**config.mk**
```make
export PLATFORM = sky130hd
export DESIGN_NAME = tagged_sample_buffer
export DESIGN_NICKNAME = d
export VERILOG_FILES = /design/src/rtl/tsb_pkg.sv /design/src/rtl/tsb_ingress.sv /design/src/rtl/tsb_fifo.sv /design/src/rtl/tsb_status.sv /design/src/rtl/tagged_sample_buffer.sv
export SDC_FILE = /design/constraint.sdc
export NUM_CORES = 2
export LEC_CHECK = 0
export BUFFER_PORTS_ARGS = -buffer_cell sky130_fd_sc_hd__clkbuf_2
export CORE_MARGIN = 10
export CORE_UTILIZATION = 45
export CTS_BUF_LIST = sky130_fd_sc_hd__clkbuf_2
export DETAILED_ROUTE_END_ITERATION = 10
export SLEW_MARGIN = 25
export SYNTH_ARGS = -nofsm -noshare
export SYNTH_HDL_FRONTEND = slang
export SYNTH_SLANG_ARGS = --single-unit
```
**constraint.sdc**
```tcl
create_clock -name clk -period 5.5 [get_ports clk]
set_input_delay 0.55 -clock clk [delete_from_list [all_inputs] [get_ports clk]]
set_output_delay 0.55 -clock clk [all_outputs]
set_load 0.05 [all_outputs]
```
**src/rtl/tsb_pkg.sv**
```systemverilog
package tsb_pkg;
  typedef enum logic {
    FMT_TWOS   = 1'b0,
    FMT_OFFSET = 1'b1
  } fmt_e;
endpackage

```
**src/rtl/tsb_ingress.sv**
```systemverilog
module tsb_ingress
  import tsb_pkg::*;
#(
  parameter int NUM_CH  = 16,
  parameter int DATA_W  = 16,
  parameter int TAG_W   = 4,
  parameter int ENTRY_W = DATA_W + TAG_W
) (
  input  logic                     clk,
  input  logic                     rst_n,
  input  logic [NUM_CH-1:0]        ch_valid,
  input  logic [NUM_CH*DATA_W-1:0] ch_data,
  input  logic                     fmt_offset,
  input  logic                     flush,
  output logic                     wr_req,
  output logic [ENTRY_W-1:0]       wr_entry
);
  logic [NUM_CH-1:0] pend_q, pend_d;
  logic [NUM_CH-1:0] grant;
  logic [DATA_W-1:0] hold_q [NUM_CH];
  logic [DATA_W-1:0] hold_d [NUM_CH];
  logic              found;
  logic [DATA_W-1:0] fmt_mask;

  assign fmt_mask = (fmt_e'(fmt_offset) == FMT_OFFSET) ? {1'b1, {(DATA_W-1){1'b0}}} : '0;

  // lowest pending channel wins
  always_comb begin
    grant = '0;
    found = 1'b0;
    for (int c = 0; c < NUM_CH; c++) begin
      if (pend_q[c] && !found) begin
        grant[c] = 1'b1;
        found    = 1'b1;
      end
    end
  end

  always_comb begin
    wr_entry = '0;
    for (int c = 0; c < NUM_CH; c++) begin
      if (grant[c]) wr_entry = {TAG_W'(c), hold_q[c]};
    end
  end

  assign wr_req = found && !flush;

  always_comb begin
    pend_d = flush ? '0 : ((pend_q & ~grant) | ch_valid);
    for (int c = 0; c < NUM_CH; c++) begin
      hold_d[c] = ch_valid[c] ? (ch_data[c*DATA_W +: DATA_W] ^ fmt_mask) : hold_q[c];
    end
  end

  always_ff @(posedge clk or negedge rst_n) begin
    if (!rst_n) begin
      pend_q <= '0;
      for (int c = 0; c < NUM_CH; c++) hold_q[c] <= '0;
    end else begin
      pend_q <= pend_d;
      for (int c = 0; c < NUM_CH; c++) hold_q[c] <= hold_d[c];
    end
  end

  AST_ONE_WRITE: assert property (@(posedge clk) disable iff (!rst_n) $onehot0(grant));
  AST_FLUSH_DROPS: assert property (@(posedge clk) disable iff (!rst_n) flush |=> (pend_q == '0));
endmodule

```
**src/rtl/tsb_fifo.sv**
```systemverilog
module tsb_fifo #(
  parameter int DEPTH   = 64,
  parameter int ENTRY_W = 20,
  parameter int CNT_W   = $clog2(DEPTH + 1),
  localparam int AW     = (DEPTH > 1) ? $clog2(DEPTH) : 1
) (
  input  logic               clk,
  input  logic               rst_n,
  input  logic               wr_req,
  input  logic [ENTRY_W-1:0] wr_entry,
  input  logic               rd_req,
  input  logic               clr,
  output logic [ENTRY_W-1:0] rd_data,
  output logic [CNT_W-1:0]   count,
  output logic               empty,
  output logic               full,
  output logic               wr_drop
);
  logic [ENTRY_W-1:0] mem [DEPTH];
  logic [AW-1:0]      wptr_q, wptr_d, rptr_q, rptr_d;
  logic [CNT_W-1:0]   cnt_q, cnt_d;
  logic               do_wr, do_rd;

  assign empty   = (cnt_q == '0);
  assign full    = (cnt_q == CNT_W'(DEPTH));
  assign do_wr   = wr_req && !full && !clr;
  assign do_rd   = rd_req && !empty && !clr;
  assign wr_drop = wr_req && full && !clr;
  assign count   = cnt_q;
  assign rd_data = mem[rptr_q];

  function automatic logic [AW-1:0] bump(input logic [AW-1:0] p);
    return (p == AW'(DEPTH - 1)) ? '0 : p + 1'b1;
  endfunction

  always_comb begin
    if (clr) begin
      wptr_d = '0;
      rptr_d = '0;
      cnt_d  = '0;
    end else begin
      wptr_d = do_wr ? bump(wptr_q) : wptr_q;
      rptr_d = do_rd ? bump(rptr_q) : rptr_q;
      cnt_d  = cnt_q + CNT_W'(do_wr) - CNT_W'(do_rd);
    end
  end

  always_ff @(posedge clk or negedge rst_n) begin
    if (!rst_n) begin
      wptr_q <= '0;
      rptr_q <= '0;
      cnt_q  <= '0;
    end else begin
      wptr_q <= wptr_d;
      rptr_q <= rptr_d;
      cnt_q  <= cnt_d;
    end
  end

  always_ff @(posedge clk) begin
    if (do_wr) mem[wptr_q] <= wr_entry;
  end

  AST_COUNT_LIMIT: assert property (@(posedge clk) disable iff (!rst_n) cnt_q <= CNT_W'(DEPTH));
  AST_CLR_EMPTIES: assert property (@(posedge clk) disable iff (!rst_n) clr |=> empty);
  AST_DROP_KEEPS: assert property (@(posedge clk) disable iff (!rst_n) (wr_drop && !rd_req) |=> (cnt_q == $past(cnt_q)));
  AST_EMPTY_READ: assert property (@(posedge clk) disable iff (!rst_n) (empty && !wr_req && !clr) |=> empty);
endmodule

```
**src/rtl/tsb_status.sv**
```systemverilog
module tsb_status #(
  parameter int CNT_W = 7
) (
  input  logic             clk,
  input  logic             rst_n,
  input  logic [CNT_W-1:0] count,
  input  logic [CNT_W-1:0] thresh,
  input  logic             irq_en,
  input  logic             wr_drop,
  input  logic             clr_ovf,
  output logic             thresh_flag,
  output logic             irq,
  output logic             overflow
);
  logic ovf_q, ovf_d;

  assign thresh_flag = (count > thresh);
  assign irq         = irq_en && thresh_flag;
  assign overflow    = ovf_q;

  always_comb begin
    ovf_d = wr_drop | (ovf_q & ~clr_ovf);
  end

  always_ff @(posedge clk or negedge rst_n) begin
    if (!rst_n) ovf_q <= 1'b0;
    else        ovf_q <= ovf_d;
  end

  AST_OVF_STICKY: assert property (@(posedge clk) disable iff (!rst_n) (ovf_q && !clr_ovf) |=> ovf_q);
  AST_OVF_CLEARS: assert property (@(posedge clk) disable iff (!rst_n) (clr_ovf && !wr_drop) |=> !ovf_q);
endmodule

```
**src/rtl/tagged_sample_buffer.sv**
```systemverilog
module tagged_sample_buffer #(
  parameter int NUM_CH  = 16,
  parameter int DATA_W  = 16,
  parameter int DEPTH   = 64,
  localparam int TAG_W   = $clog2(NUM_CH),
  localparam int ENTRY_W = DATA_W + TAG_W,
  localparam int CNT_W   = $clog2(DEPTH + 1)
) (
  input  logic                     clk,
  input  logic                     rst_n,
  input  logic [NUM_CH-1:0]        ch_valid,
  input  logic [NUM_CH*DATA_W-1:0] ch_data,
  input  logic                     fmt_offset,
  input  logic [CNT_W-1:0]         thresh,
  input  logic                     irq_en,
  input  logic                     clr_buf,
  input  logic                     clr_ovf,
  input  logic                     rd_en,
  output logic [ENTRY_W-1:0]       rd_data,
  output logic [CNT_W-1:0]         fill_count,
  output logic                     thresh_flag,
  output logic                     empty,
  output logic                     full,
  output logic                     overflow,
  output logic                     irq
);
  logic               wr_req;
  logic [ENTRY_W-1:0] wr_entry;
  logic               wr_drop;

  tsb_ingress #(
    .NUM_CH(NUM_CH), .DATA_W(DATA_W), .TAG_W(TAG_W), .ENTRY_W(ENTRY_W)
  ) u_ingress (
    .clk(clk), .rst_n(rst_n), .ch_valid(ch_valid), .ch_data(ch_data),
    .fmt_offset(fmt_offset), .flush(clr_buf), .wr_req(wr_req), .wr_entry(wr_entry)
  );

  tsb_fifo #(
    .DEPTH(DEPTH), .ENTRY_W(ENTRY_W), .CNT_W(CNT_W)
  ) u_fifo (
    .clk(clk), .rst_n(rst_n), .wr_req(wr_req), .wr_entry(wr_entry), .rd_req(rd_en),
    .clr(clr_buf), .rd_data(rd_data), .count(fill_count), .empty(empty),
    .full(full), .wr_drop(wr_drop)
  );

  tsb_status #(
    .CNT_W(CNT_W)
  ) u_status (
    .clk(clk), .rst_n(rst_n), .count(fill_count), .thresh(thresh), .irq_en(irq_en),
    .wr_drop(wr_drop), .clr_ovf(clr_ovf), .thresh_flag(thresh_flag), .irq(irq),
    .overflow(overflow)
  );

  AST_FLAG_STRICT: assert property (@(posedge clk) disable iff (!rst_n) thresh_flag |-> (fill_count > thresh));
  AST_IRQ_GATED: assert property (@(posedge clk) disable iff (!rst_n) irq |-> (irq_en && thresh_flag));
  AST_FULL_FLAG: assert property (@(posedge clk) disable iff (!rst_n) full |-> !empty);
endmodule

```
==> results.yml <==
run_status:
  status: "finished clean"
route:
  remaining_drc_errors: 0
  post_drt_via_cell_ratio: 5.812
  antenna_left: 0
  via_count: 40290
  post_drt_wl_per_cell_um: 28.23
  dr.pass1.iters: 8
  drtIter0Drc: 3879
  routed_wl_um: 195700
cells_and_area:
  layout-drive-gt1-share_pct: 34.29
  layout.nets: 5141
  layout.cells.most_common: "edfxtp_1"
  final_cell_area_um2: 79470
  fill_cells: 10160
  layout_common_cells: "1280 x edfxtp_1, 882 x clkbuf_2, 847 x dlygate4sd3_1"
  final_cells: 6932
  syn2layout_area_growth_pct: 27.30
synthesis:
  ys_warn_count: 0
  postSynthAreaPerCell_um2: 18.80
  synth.distinct_cells: 63
  synth_fp_nets: 3625
  synthesis.instances: 3320
  async_reset_ff_share_pct: 18.58
  synth_enable_flop_cells: 1280
  seq_area_frac_synth_pct: 73.28
  synth_ff_type: "edfxtp_1"
  synth_area_um2: 62420
  synth_seq_cells: 1572
critical_path:
  cpPeakStageDelay_ns: 0.62
  crit_chain: "buf_4 -> bufbuf_16 -> mux4_2 -> a22oi_2 -> a21oi_1 -> or4_1 -> clkbuf_4"
  r2r_cells: 6
  crit_fanout: 12
  crit_type: "reg2out"
  crit_buf_inv: 3
  cp_top_family: "buffers and inverters"
  endpoint_kind: "output pin"
  cp.arrival_ns: 4.74
  critPathSlowestCell: "or4_1"
  cp-start-kind: "flip-flop"
  required_ns: 4.95
  cp.depth: 7
placed_design:
  place_inst: 5356
  gp_congestion: 0.8475
  port_buffers: 317
  placed_cell_area_um2: 66920
  hpwl_um: 105100
timing:
  finalHoldViolCount: 0
  period_needed_ns: 5.294
  tightest_slew_ns: 1.178
  setup_tns_ns: 0
  maxSlewHeadroom_pct: 21.46
  finalClockSkew_ns: 0.2427
  fin_crit_sh_pct: 96.26
  holdWs_ns: 0.1748
  drv_slew: 0
  fmax_ghz: 0.1889
  finalSetupViolCount: 0
grt:
  grt.total_usage_pct: 25.48
  grt-ovfl-total: 0
  grt_pass1_vias: 43110
  grt_pass1_wl_um: 287500
  grt_max_degree: 135
  antenna_found_initial: 22
min_path:
  hold_class: "in2reg"
  min_path_cells: 3
clock_tree:
  clkLatencyLatePin_ns: 1.82
  cts_tree: "done"
  cts_made_buffers: 404
  clk_path_buf_depth: 4
  cts-root-buf: "clkbuf_2"
  clk_pin_slew_ns: 0.11
  htree_num_levels: 5
  clock_sinks: 1572
floorplanning:
  io_pins: 318
  die-width_um: 392.4
  core_um2: 137700
  dieArea_um2: 154000
  start_util_pct: 45.34
  dieHeight_um: 392.4
  rows: 136
pwr:
  ir_worst_vdd_mv: 0.3066
  p_leak_nw: 28.20
  pwr_density_cell_nw_per_um2: 340.5
  power_mw: 27.06
job:
  drv_cap: 0
[final cells by class]
type / instances / area [um2] / area share (%)
clock buffer: 570 / 2853 / 3.590
clock inverter: 112 / 540.5 / 0.6802
inverter: 47 / 176.4 / 0.2220
multi-input combinational: 1486 / 16070 / 20.22
tap: 1794 / 2245 / 2.825
timing repair buffer: 1325 / 11770 / 14.81
sequential: 1572 / 45750 / 57.57
antenna: 26 / 65.06 / 0.08188
[path summary, 6_finish.rpt]
kind,slack [ns],startpoint,to
min reg2reg,0.60,u_fifo.rptr_q[5],u_fifo.rptr_q[5]
min in group asynchronous,0.51,rst_n,u_ingress.hold_q[125]
max in group asynchronous,3.63,rst_n,u_fifo.count[1]
max,0.21,u_fifo.rptr_q[0],rd_data[11]
min,0.17,clr_buf,u_fifo.rptr_q[2]
max reg2reg,1.30,u_ingress.pend_q[4],u_fifo.mem[28][9]
[synth_stat cells (all sizes together), types with 10 or more instances]
library cell	n	area, um2
o22ai	29	181.4
mux4	320	7207
or3	10	62.56
clkbuf	139	521.8
edfxtp	1280	38440
nor2	132	495.5
nand3b	14	105.1
buf	76	437.9
nand2	79	296.5
ha	18	225.2
xnor2	20	175.2
a21oi	162	810.8
a32oi	15	131.4
nor2b	21	131.4
or4	23	172.7
mux2	229	2579
dfrtp	292	7307
a211oi	10	75.07
a22oi	186	1396
o21ai	51	255.2
nand3	30	150.1
a221oi	19	166.4
inv	46	172.7
[flip-flops by register name (all words and copies together) (netlist names)]
name / flops
u_fifo.rptr_q: 6
u_ingress.pend_q: 16
u_fifo.mem: 1280
u_fifo.count: 7
u_fifo.wptr_q: 6
u_ingress.hold_q: 256
u_status.overflow: 1
[metrics by stage]
stage / util, % / setup slack (ns)
3_5_place_dp: 48.61 / 1.469
2_1_floorplan: - / 1.352
6_report: 57.72 / 0.2055
5_1_grt: 57.72 / -0.06130
4_1_cts: 57.60 / -0.01200
3_3_place_gp: 48.61 / 1.452
[layer usage]
| layer | share of wire [%] | vias up | wire, um | GRT usage [%] |
|---|---|---|---|---|
| met1 | 38 | 20670 | 74450 | 32.27 |
| met4 | 4.7 | 0 | 9292 | 12.24 |
| met2 | 49 | 2287 | 94930 | 41.07 |
| met5 | 0 | - | 0 | 0 |
| met3 | 8.7 | 539 | 17040 | 6.471 |
| li1 | - | 16800 | - | - |
[kinds of logic (layout without fill, tap and decap cells)]
logic type / Yosys count / in the layout / synth area share, %
other: 0 / 26 / 0
adder cells (fa/ha/maj): 19 / 19 / 0.3929
AO/OA/AOI/OAI: 538 / 538 / 5.705
flip-flops: 1572 / 1572 / 73.28
buffers and inverters: 262 / 2054 / 1.820
multiplexers: 554 / 554 / 15.76
AND/OR/NAND/NOR: 354 / 354 / 2.750
XOR/XNOR: 21 / 21 / 0.2947
[timing repair]
action	in CTS	in global routing
setup endpoints to repair	20	5
gates cloned	4	0
endpoints found under the hold margin	584	0
resized for setup	46	5
buffers inserted	13	0
pin swaps	2	0
hold buffers	848	0
[where the power goes]
part           switching, mW  internal, mW
Combinational           3.09          2.41
Sequential             0.244          13.6
Clock                   4.73          2.95
[worst register-to-register path, delay by kind of cell, from the launching register on]
kind | cells | cell delay [ns]
buffers and inverters | 1 | 0.38
and+or+nand+nor | 4 | 1.82
AOI/OAI and AO/OA | 1 | 0.61
DFF | 1 | 0.93
(Power assumes the default switching activity.)
